**config.mk**
```make
export PLATFORM = sky130hd
export DESIGN_NAME = vcfg_unit
export DESIGN_NICKNAME = d
export VERILOG_FILES = /design/src/rtl/vcfg_pkg.sv /design/src/rtl/vcfg_decode.sv /design/src/rtl/vcfg_vlmax.sv /design/src/rtl/vcfg_vlsel.sv /design/src/rtl/vcfg_unit.sv
export SDC_FILE = /design/constraint.sdc
export NUM_CORES = 1
export LEC_CHECK = 0
export CAP_MARGIN = 20
export CORE_MARGIN = 3
export CORE_UTILIZATION = 30
export DETAILED_ROUTE_END_ITERATION = 10
export GPL_TIMING_DRIVEN = 0
export PLACE_DENSITY_LB_ADDON = 0.08
export REMOVE_ABC_BUFFERS = 1
export SYNTH_ARGS = -nofsm -noshare
export SYNTH_HDL_FRONTEND = slang
export SYNTH_HIERARCHICAL = 1
export SYNTH_SLANG_ARGS = --single-unit
```
**constraint.sdc**
```tcl
create_clock -name clk_i -period 5.3 [get_ports clk_i]
set_clock_uncertainty 0.2 [all_clocks]
set_input_delay 0.53 -clock clk_i [delete_from_list [all_inputs] [get_ports clk_i]]
set_output_delay 0.53 -clock clk_i [all_outputs]
set_load 0.02 [all_outputs]
```
**src/rtl/vcfg_pkg.sv**
```systemverilog
package vcfg_pkg;
  localparam int unsigned XLEN = 32;
  localparam logic [6:0] OPC_VEC = 7'b1010111;
  localparam logic [2:0] F3_CFG = 3'b111;

  typedef enum logic [1:0] {
    FORM_REG_AVL_IMM_VT = 2'd0,
    FORM_REG_AVL_REG_VT = 2'd1,
    FORM_IMM_AVL_IMM_VT = 2'd2
  } cfg_form_e;

  typedef struct packed {
    logic             is_cfg;
    cfg_form_e        form;
    logic             rd_zero;
    logic             rs1_zero;
    logic [XLEN-1:0]  avl;
    logic [XLEN-1:0]  vtype;
  } cfg_req_t;
endpackage

```
**src/rtl/vcfg_decode.sv**
```systemverilog
module vcfg_decode
  import vcfg_pkg::*;
(
  input  logic [31:0]     insn_i,
  input  logic [XLEN-1:0] rs1_val_i,
  input  logic [XLEN-1:0] rs2_val_i,
  output cfg_req_t        req_o
);
  logic [4:0] rs1_idx;
  logic [4:0] rd_idx;

  assign rs1_idx = insn_i[19:15];
  assign rd_idx  = insn_i[11:7];

  always_comb begin
    req_o.is_cfg  = (insn_i[6:0] == OPC_VEC) && (insn_i[14:12] == F3_CFG);
    req_o.rd_zero = (rd_idx == 5'd0);
    if (!insn_i[31]) begin
      req_o.form     = FORM_REG_AVL_IMM_VT;
      req_o.vtype    = XLEN'(insn_i[30:20]);
      req_o.avl      = rs1_val_i;
      req_o.rs1_zero = (rs1_idx == 5'd0);
    end else if (!insn_i[30]) begin
      req_o.form     = FORM_REG_AVL_REG_VT;
      req_o.vtype    = rs2_val_i;
      req_o.avl      = rs1_val_i;
      req_o.rs1_zero = (rs1_idx == 5'd0);
    end else begin
      // immediate AVL: the rs1 field is the AVL, never an x0 marker
      req_o.form     = FORM_IMM_AVL_IMM_VT;
      req_o.vtype    = XLEN'(insn_i[29:20]);
      req_o.avl      = XLEN'(rs1_idx);
      req_o.rs1_zero = 1'b0;
    end
  end
endmodule

```
**src/rtl/vcfg_vlmax.sv**
```systemverilog
module vcfg_vlmax #(
  parameter int unsigned VLEN = 128,
  parameter int unsigned ELEN = 64,
  localparam int unsigned VL_W = $clog2(VLEN) + 1
) (
  input  logic [5:0]      code_i,
  input  logic            resv_i,
  output logic            illegal_o,
  output logic [VL_W-1:0] vlmax_o
);
  localparam int unsigned ELEN_LG = $clog2(ELEN);

  logic [2:0]      lmul_code;
  logic [2:0]      sew_code;
  logic            frac;
  logic [1:0]      frac_sh;
  logic [3:0]      sew_lg;
  logic [3:0]      lim_lg;
  logic            bad_code;
  logic            too_wide;
  logic [VL_W-1:0] base;
  logic [VL_W-1:0] scaled;

  assign lmul_code = code_i[2:0];
  assign sew_code  = code_i[5:3];
  assign frac      = lmul_code[2];
  // fractional LMUL 1/2^k: k is the negated code (7->1, 6->2, 5->3)
  assign frac_sh   = 2'(3'd0 - lmul_code);
  assign sew_lg    = 4'd3 + {2'b00, sew_code[1:0]};
  assign lim_lg    = 4'(ELEN_LG) - (frac ? {2'b00, frac_sh} : 4'd0);
  assign bad_code  = (lmul_code == 3'b100) || sew_code[2];
  assign too_wide  = sew_lg > lim_lg;

  assign base   = VL_W'(VLEN) >> sew_lg;
  assign scaled = frac ? (base >> frac_sh) : (base << lmul_code[1:0]);

  assign illegal_o = resv_i | bad_code | too_wide;
  assign vlmax_o   = illegal_o ? '0 : scaled;
endmodule

```
**src/rtl/vcfg_vlsel.sv**
```systemverilog
module vcfg_vlsel
  import vcfg_pkg::*;
#(
  parameter int unsigned VL_W = 8
) (
  input  logic [VL_W-1:0] vlmax_i,
  input  logic [VL_W-1:0] cur_vl_i,
  input  logic [XLEN-1:0] avl_i,
  input  logic            rd_zero_i,
  input  logic            rs1_zero_i,
  output logic [VL_W-1:0] vl_o
);
  logic [XLEN-1:0] vlmax_x;

  assign vlmax_x = XLEN'(vlmax_i);

  always_comb begin
    if (vlmax_i == '0) begin
      vl_o = '0;
    end else if (rs1_zero_i) begin
      if (rd_zero_i) vl_o = (cur_vl_i > vlmax_i) ? vlmax_i : cur_vl_i;
      else           vl_o = vlmax_i;
    end else begin
      vl_o = (avl_i > vlmax_x) ? vlmax_i : avl_i[VL_W-1:0];
    end
  end
endmodule

```
**src/rtl/vcfg_unit.sv**
```systemverilog
module vcfg_unit
  import vcfg_pkg::*;
#(
  parameter int unsigned VLEN = 128,
  parameter int unsigned ELEN = 64,
  localparam int unsigned VL_W = $clog2(VLEN) + 1,
  localparam int unsigned VS_W = $clog2(VLEN)
) (
  input  logic            clk_i,
  input  logic            rst_ni,
  input  logic            issue_i,
  input  logic [31:0]     insn_i,
  input  logic [31:0]     rs1_val_i,
  input  logic [31:0]     rs2_val_i,
  input  logic            vstart_we_i,
  input  logic [VS_W-1:0] vstart_wdata_i,
  output logic            done_o,
  output logic [31:0]     rd_data_o,
  output logic [VL_W-1:0] vl_o,
  output logic [31:0]     vtype_o,
  output logic [VS_W-1:0] vstart_o
);
  localparam logic [XLEN-1:0] VTYPE_ILL = {1'b1, {(XLEN-1){1'b0}}};

  cfg_req_t        req;
  logic            illegal;
  logic [VL_W-1:0] vlmax;
  logic [VL_W-1:0] new_vl;
  logic            take;
  logic            vs_en;

  logic            done_q,   done_d;
  logic [VL_W-1:0] vl_q,     vl_d;
  logic [XLEN-1:0] vtype_q,  vtype_d;
  logic [VS_W-1:0] vstart_q, vstart_d;
  logic [XLEN-1:0] rd_q,     rd_d;

  vcfg_decode u_dec (
    .insn_i    (insn_i),
    .rs1_val_i (rs1_val_i),
    .rs2_val_i (rs2_val_i),
    .req_o     (req)
  );

  vcfg_vlmax #(.VLEN(VLEN), .ELEN(ELEN)) u_vlmax (
    .code_i    (req.vtype[5:0]),
    .resv_i    (|req.vtype[XLEN-1:8]),
    .illegal_o (illegal),
    .vlmax_o   (vlmax)
  );

  vcfg_vlsel #(.VL_W(VL_W)) u_vlsel (
    .vlmax_i    (vlmax),
    .cur_vl_i   (vl_q),
    .avl_i      (req.avl),
    .rd_zero_i  (req.rd_zero),
    .rs1_zero_i (req.rs1_zero),
    .vl_o       (new_vl)
  );

  assign take  = issue_i & req.is_cfg;
  assign vs_en = take | vstart_we_i;

  always_comb begin
    done_d   = take;
    vl_d     = new_vl;
    vtype_d  = illegal ? VTYPE_ILL : req.vtype;
    rd_d     = XLEN'(new_vl);
    vstart_d = take ? '0 : vstart_wdata_i;
  end

  always_ff @(posedge clk_i or negedge rst_ni) begin
    if (!rst_ni) begin
      done_q   <= 1'b0;
      vl_q     <= '0;
      vtype_q  <= VTYPE_ILL;
      vstart_q <= '0;
      rd_q     <= '0;
    end else begin
      done_q <= done_d;
      if (take) begin
        vl_q    <= vl_d;
        vtype_q <= vtype_d;
        rd_q    <= rd_d;
      end
      if (vs_en) vstart_q <= vstart_d;
    end
  end

  assign done_o    = done_q;
  assign rd_data_o = rd_q;
  assign vl_o      = vl_q;
  assign vtype_o   = vtype_q;
  assign vstart_o  = vstart_q;
endmodule

```
==> results of run 1 <==
[stage by stage]
stage                     hold WS, ns  instance area (um2)  total power [uW]
after global routing          0.03055                 6082              1088
final                       -0.002782                 6082              1041
after floorplan               0.03441                 3659             501.6
after global placement         0.2426                 5495             617.1
after CTS                     0.01430                 5914              1032
after detailed placement       0.2467                 5543             623.2
[cells in the final DEF, fill, tap and decap left out, types with 4 or more instances in the layout]
master           count
a211oi_4             4
nand2_1             94
mux2_4              10
clkbuf_16            5
a21oi_1             11
and2_1              56
ha_1                21
mux2_2               5
nand3b_1            31
a221o_1              8
dfrtp_1             47
clkdlybuf4s50_1    159
ha_4                 4
nor4_1              11
nand4_1              4
mux2i_1              9
buf_4               15
inv_1               12
conb_1              24
inv_2                5
nor2_1              12
[cell families after synthesis]
kind of cell    synth area share (%)
compound gates                 8.918
other cells                  0.09479
simple gates                   33.97
mux                            7.211
buf+inv                        11.51
fa+ha+maj                      7.906
flops                          30.39
[what timing repair did]
item                       in CTS  in global routing
resized for setup              25                 23
pin swaps                       7                 16
setup endpoints to repair       8                  8
cloned                          1                  0
buffers inserted                7                 10
[critical path, cell delays in order]
cell and delay, ns:
dlymetal6s2s_1 0.16, nor2b_4 0.22, mux2_4 0.35, inv_4 0.09
ha_4 0.23, and2_4 0.17, ha_4 0.24, ha_4 0.22
a211oi_4 0.29, o21ai_4 0.16, a211oi_4 0.34, inv_2 0.11
ha_4 0.25, nor2b_1 0.12, o211ai_1 0.21, a211oi_2 0.13
nor4_2 0.26, a21oi_2 0.06, buf_6 0.16, a221o_1 0.34
nand2_1 0.06, nand2_1 0.06
[worst max path at each step]
stage | startpoint | to | slack (ns) | cells past startpoint
2_1_floorplan | insn_i[31] | vl_o[0] | -0.89 | 20
3_3_place_gp | insn_i[31] | vl_o[2] | -3.12 | 22
3_5_place_dp | insn_i[31] | vl_o[6] | -1.51 | 21
4_1_cts | insn_i[31] | vl_o[3] | 0.02 | 21
5_1_grt | insn_i[31] | vl_o[3] | 0.26 | 23
6_report | insn_i[30] | vl_o[3] | 0.49 | 22
[sequential cells by signal, indices dropped and copies added (netlist names)]
signal / cells
vl_o: 8
vtype_o: 32
done_o: 1
vstart_o: 7
[area by class of cell]
class / count / area, um2
Inverter: 19 / 76.32
Timing Repair Buffer: 181 / 1795
Fill cell: 1212 / 6691
Multi-Input combinational cell: 362 / 2615
Clock buffer: 6 / 138.9
Tap cell: 172 / 215.2
Clock inverter: 2 / 38.79
Sequential cell: 48 / 1202
[metal layers]
metal	up-vias	GRT usage, %	share of wire [%]
met1	1688	19.72	43
met4	0	3.187	0.90
li1	1826	-	-
met3	7	1.871	4.9
met2	98	27.09	51
met5	-	0	0
[report_power, final]
| group | switching [uW] | internal (uW) | total (uW) |
|---|---|---|---|
| Sequential | 2.99 | 372 | 375 |
| Combinational | 135 | 158 | 293 |
| Clock | 137 | 236 | 373 |
==> impl_results.md, run 1 <==
* I/O pins at 187
* Most numerous cell in the Yosys netlist: nand2_1
* Setup-failing EPs final at 0
* Leak at 0.002711 uW
* Nets at 749
* Global Route Usage Sum at 15.21%
* CTS buffer count at 5
* Core Box Area at 0.01277 mm2
* Worst-path maximum fanout at 8
* Crit. End Element: flip-flop
* Area Overhead vs Synth at 53.73%
* Final cell count without fillers at 790
* Fin crit share at 90.71%
* Initial Util at 30.97%
* Final Max Tran Viols at 0
* Hold buffer count at CTS at 0
* Global-route wire length before repair at 18180 um
* Rows at 41
* Yosys cell types at 54
* Crit path kind: in2reg
* Fin. Hold Viols at 2
* Most frequent cells after synthesis: 94 x nand2_1, 56 x and2_1, 47 x dfrtp_1
* PortBufs at 162
* Tmin final at 4.808 ns
* Hold WS at -0.002782 ns
* Number of synthesized flops with an enable pin at 0
* H-tree depth at 2
* Worst-case reg-to-reg path depth at 9
* DP HPWL at 8642 um
* Final wirelength at 11380 um
* Worst IR drop on VDD at 0.1377 mV
* Layout cells sized above 1 at 13.59%
* # diodes at 0
* Status: complete, but fails checks
* Syn_area_per_cell at 8.601 um2
* CTS tree: built
* Syn Inst Count at 460
* Synthesized flop and latch total at 48
* Ys async rst share at 100.0%
* Vias/cell at 4.581
* Clk pin slew, worst setup/hold paths at 0.07 ns
* Worst Path Required at 5.27 ns
* YS warnings at 6
* Post-layout util at 47.61%
* Max cap viols at 0
* Drt initial violations at 196
* Top cells by area, synth: dfrtp_1 30%, nand2_1 8.9%, and2_1 8.9%
* Synth area leader: dfrtp_1
* Startpoint class of the critical path: input port
* Synth top area share at 29.73%
* Sum of negative setup slack at 0 ns
* Worst Tran Pin Value at 0.8498 ns
* Clock latency at the later pin of the worst-skew pair at 0.28 ns
* Die height at 120.8 um
* Maximum buffer depth of the clock tree at 2
* Setup ws final at 0.4921 ns
* Placer's final routability congestion estimate at 0.8291
* Root Driver: clkbuf_16
* Drt pass-1 iters at 4
* Worst r2r src: vl_o[5]
* Die span in x at 120.8 um
* Unrepaired setup endpoints after global routing: false
* Largest net degree at the start of global routing at 49
* Grt ovf at 0
* Slew headroom at 43.27%
* WL per Instance at 14.40 um
* Via count at 3619
* Post-placement cell count at 765
* Max Clock Freq at 208.0 MHz
* Mapped cell area at 0.003956 mm2
* Pre-CTS WS at -1.508 ns
* Part of the Yosys area used for sequential elements at 30.39%
* Reg2reg setup slack at 2.88 ns
* Routed Antenna Nets at 0
* DRC viols at 0
* Worst r2r dst: vl_o[3]
* Vias in the first global route at 3580
* Hold Path Class: in2async
* Ys flop type: dfrtp_1
* Total clock sinks at 48
* Die Area at 0.01460 mm2
* Failing checks: negative hold slack
* Initial antenna violation count at 0
* Cell Pwr Density at 171.2 mW/mm2
* Worst Path Arrival at 4.78 ns
No activity file was read; power rests on OpenSTA's default activity.
==> run 2, diff against run 1 <==
--- a/config.mk
+++ b/config.mk
@@ -6,10 +6,11 @@
 export NUM_CORES = 1
 export LEC_CHECK = 0
 export CAP_MARGIN = 20
-export CORE_MARGIN = 3
+export CORE_MARGIN = 8
 export CORE_UTILIZATION = 30
 export DETAILED_ROUTE_END_ITERATION = 10
 export GPL_TIMING_DRIVEN = 0
+export HOLD_SLACK_MARGIN = 0.05
 export PLACE_DENSITY_LB_ADDON = 0.08
 export REMOVE_ABC_BUFFERS = 1
 export SYNTH_ARGS = -nofsm -noshare
==> run 2 against run 1 <==
The flow now finishes without violations. First-iteration DRC count increased by 5.6%. Core utilization decreased by 1.2 points. Setup slack got worse by 0.10 ns. Clock power decreased by 11%. Fmax decreased by 2.1%. Cell count increased by 1.0%. Sequential share of layout area about the same. Power decreased by 3.1%. Flip-flop and latch count unchanged. Clock-buffer cell count unchanged. Die area increased by 17%. Highest routed layer unchanged.
==> impl_results.md, run 2 (synthesis results as in run 1) <==
* Switching Power at 288.7 uW
* Die Area at 0.01712 mm2
* Commonest non-fill, non-tap cells in the layout: 159 x clkdlybuf4s50_1, 94 x nand2_1, 56 x and2_1, 47 x dfrtp_1, 31 x nand3b_1
* Die height at 130.8 um
* Rows at 42
* Startpoint class of the critical path: input port
* Crit. End Element: flip-flop
* Cell Pwr Density at 166.0 mW/mm2
* Switching part of the total at 28.61%
* Worst IR drop on VDD at 0.1097 mV
* Maximum buffer depth of the clock tree at 2
* Routed Antenna Nets at 0
* Slew headroom at 41.17%
* Post-layout util at 46.43%
* Crit-path cells: dlymetal6s2s_1 > nor2b_4 > buf_12 > mux2_4 > inv_4 > ha_4 > and2_4 > ha_4 > ha_4 > a211oi_4 > o21ai_4 > nor3_4 > inv_1 > ha_1 > nand4_1 > nor2_2 > buf_4 > a211oi_2 > nor4_2 > a21oi_2 > buf_6 > a221o_1 > nand2_1 > nand2_1
* CP peak stage delay at 0.32 ns
* Min-delay src: vtype_o[31]
* Setup ws final at 0.3872 ns
* H-tree depth at 2
* Vias/cell at 4.662
* Drt initial violations at 207
* Grt ovf at 0
* Global Route Usage Sum at 14.68%
* Clock share of power at 32.9%
* I/O pins at 187
* Largest net degree at the start of global routing at 49
* Placed cell area at 0.005540 mm2
* Leak at 0.002706 uW
* Area Overhead vs Synth at 53.57%
* Via count at 3720
* Final Max Tran Viols at 0
* Pre-CTS WS at -1.899 ns
* Commonest non-fill, non-tap cell in the layout: clkdlybuf4s50_1
* Cell internal pwr at 720.2 uW
* Worst Path Required at 5.27 ns
* Initial Util at 30.24%
* Worst r2r dst: vl_o[5]
* Drt pass-1 iters at 4
* Total clock sinks at 48
* Unrepaired setup endpoints after global routing: false
* Largest register FFs at 32
* Worst Path Arrival at 4.88 ns
* Hold Path Class: reg2reg
* Setup-failing EPs final at 0
* WL per Instance at 16.29 um
* Worst-case reg-to-reg path depth at 8
* DP HPWL at 9523 um
* Part of the power in registers at 37.2%
* Worst r2r src: vl_o[5]
* Clk pin slew, worst setup/hold paths at 0.07 ns
* Vias in the first global route at 3794
* Worst path most repeated cell: ha_4
* Fin crit share at 92.69%
* Layout cells sized above 1 at 13.50%
* DRC viols at 0
* # diodes at 0
* Clock latency at the later pin of the worst-skew pair at 0.29 ns
* Placer's final routability congestion estimate at 0.7814
* CTS buffer count at 5
* Logic pwr share at 29.9%
* Crit path kind: in2reg
* Cell family with most CP delay: simple AND/OR/NAND/NOR gates
* Status: completed
* Fin. Hold Viols at 0
* Nets at 753
* Global-route wire length before repair at 19990 um
* Hold endpoint: vtype_o[31]
* Final wirelength at 13000 um
* Reg2reg setup slack at 2.89 ns
* Root Driver: clkbuf_16
* Die span in x at 130.8 um
* Crit-path slowest cell: mux2_4
* Max cap viols at 0
* Tmin final at 4.913 ns
* PortBufs at 162
* CP Buf/Inv Count at 6
* CTS tree: built
* Worst-path maximum fanout at 8
* Initial antenna violation count at 0
* Final Cell Area at 0.006076 mm2
* Hold Path Depth at 2
* Max Clock Freq at 203.6 MHz
* Hold WS at 0.2639 ns
* Core Box Area at 0.01309 mm2
* Worst Tran Pin Value at 0.8812 ns
run 2: cell types whose count changed in the layout (fill, tap and decap cells not counted), sizes merged:
cell / change
buf: +2
bufinv: -1
clkinv: -1
clkinvlp: +2
dlygate4sd3: +1
o21ai: +1
run 2: layout make-up:
type                    instances  area [um2]
fillers                      1268        7009
flip-flops and latches         48        1202
clock inverters                 2       15.01
clock buffers                   6       138.9
repair buffers                184        1826
well taps                     176       220.2
multi-input cells             363        2600
inverters                      19       73.82
run 2: power groups by stage:
stage	clock [uW]	combinational [uW]	sequential, uW
after global placement	0	236	382
after CTS	343	295	375
after detailed placement	0	244	382
after floorplan	0	113	389
after global routing	358	326	376
final	332	302	375
run 2: per-layer routing:
metal  GRT usage (%)  share of wire (%)  vias up
li1                -                  -     1838
met1           18.05                 44     1760
met2           26.10                 49      111
met3           2.070                5.5       11
met4           4.119                1.4        0
met5               0                  0        -
run 2: worst max-delay path by stage:
stage,start,end,slack [ns],cells after the start
2_1_floorplan,insn_i[31],vl_o[0],-0.89,20
3_3_place_gp,insn_i[31],vl_o[1],-3.24,22
3_5_place_dp,insn_i[31],vl_o[1],-1.90,22
4_1_cts,insn_i[31],vl_o[5],0.03,21
5_1_grt,insn_i[31],vl_o[4],0.11,24
6_report,insn_i[30],vl_o[5],0.39,24
run 2: tightest hold or removal path, stage by stage (launching register included):
cell     delay [ns]
dfstp_2        0.37
nand2_1        0.05
nand2_1        0.04
run 2: timing repair:
item / in CTS / in global routing
resized for setup: 32 / 10
hold buffers: 1 / 0
hold endpoints to repair: 13 / 0
endpoints found under the setup margin: 8 / 8
pin swaps: 15 / 7
cloned: 2 / 0
setup buffers: 16 / 3
run 2: through the flow:
step           total power, uW  setup TNS [ns]  cells
5_1_grt                   1060               0    798
3_3_place_gp             617.8          -72.64    766
6_report                  1009               0    798
2_1_floorplan            501.6          -7.138    428
3_5_place_dp             625.7          -15.13    768
4_1_cts                   1014               0    795
==> run 3, diff against run 2 <==
--- a/config.mk
+++ b/config.mk
@@ -8,6 +8,7 @@
 export CAP_MARGIN = 20
 export CORE_MARGIN = 8
 export CORE_UTILIZATION = 30
+export CTS_CLUSTER_DIAMETER = 60
 export DETAILED_ROUTE_END_ITERATION = 10
 export GPL_TIMING_DRIVEN = 0
 export HOLD_SLACK_MARGIN = 0.05
==> constraint.sdc (replaced) <==
create_clock -name clk_i -period 5.25 [get_ports clk_i]
set_clock_uncertainty 0.2 [all_clocks]
set_input_delay 0.525 -clock clk_i [delete_from_list [all_inputs] [get_ports clk_i]]
set_output_delay 0.525 -clock clk_i [all_outputs]
set_load 0.02 [all_outputs]
==> results of run 3 <==
Same layout as run 2 (identical final DEF). Status: completed.
Among the figures that moved: setup slack after placement -1.899 ns -> -1.944 ns; number of gates resized after CTS 32 -> 33; wire length of the first global-routing pass 19990 um -> 20000 um; via count of the first global-routing pass 3794 -> 3796; overall routing resource usage 14.68% -> 14.69%; met1 usage 18.05% -> 18.08%; setup slack after layout 0.3872 ns -> 0.3422 ns; register-to-register setup slack 2.89 ns -> 2.84 ns; total power 1009 uW -> 1018 uW; worst IR drop on VDD 0.1097 mV -> 0.1107 mV
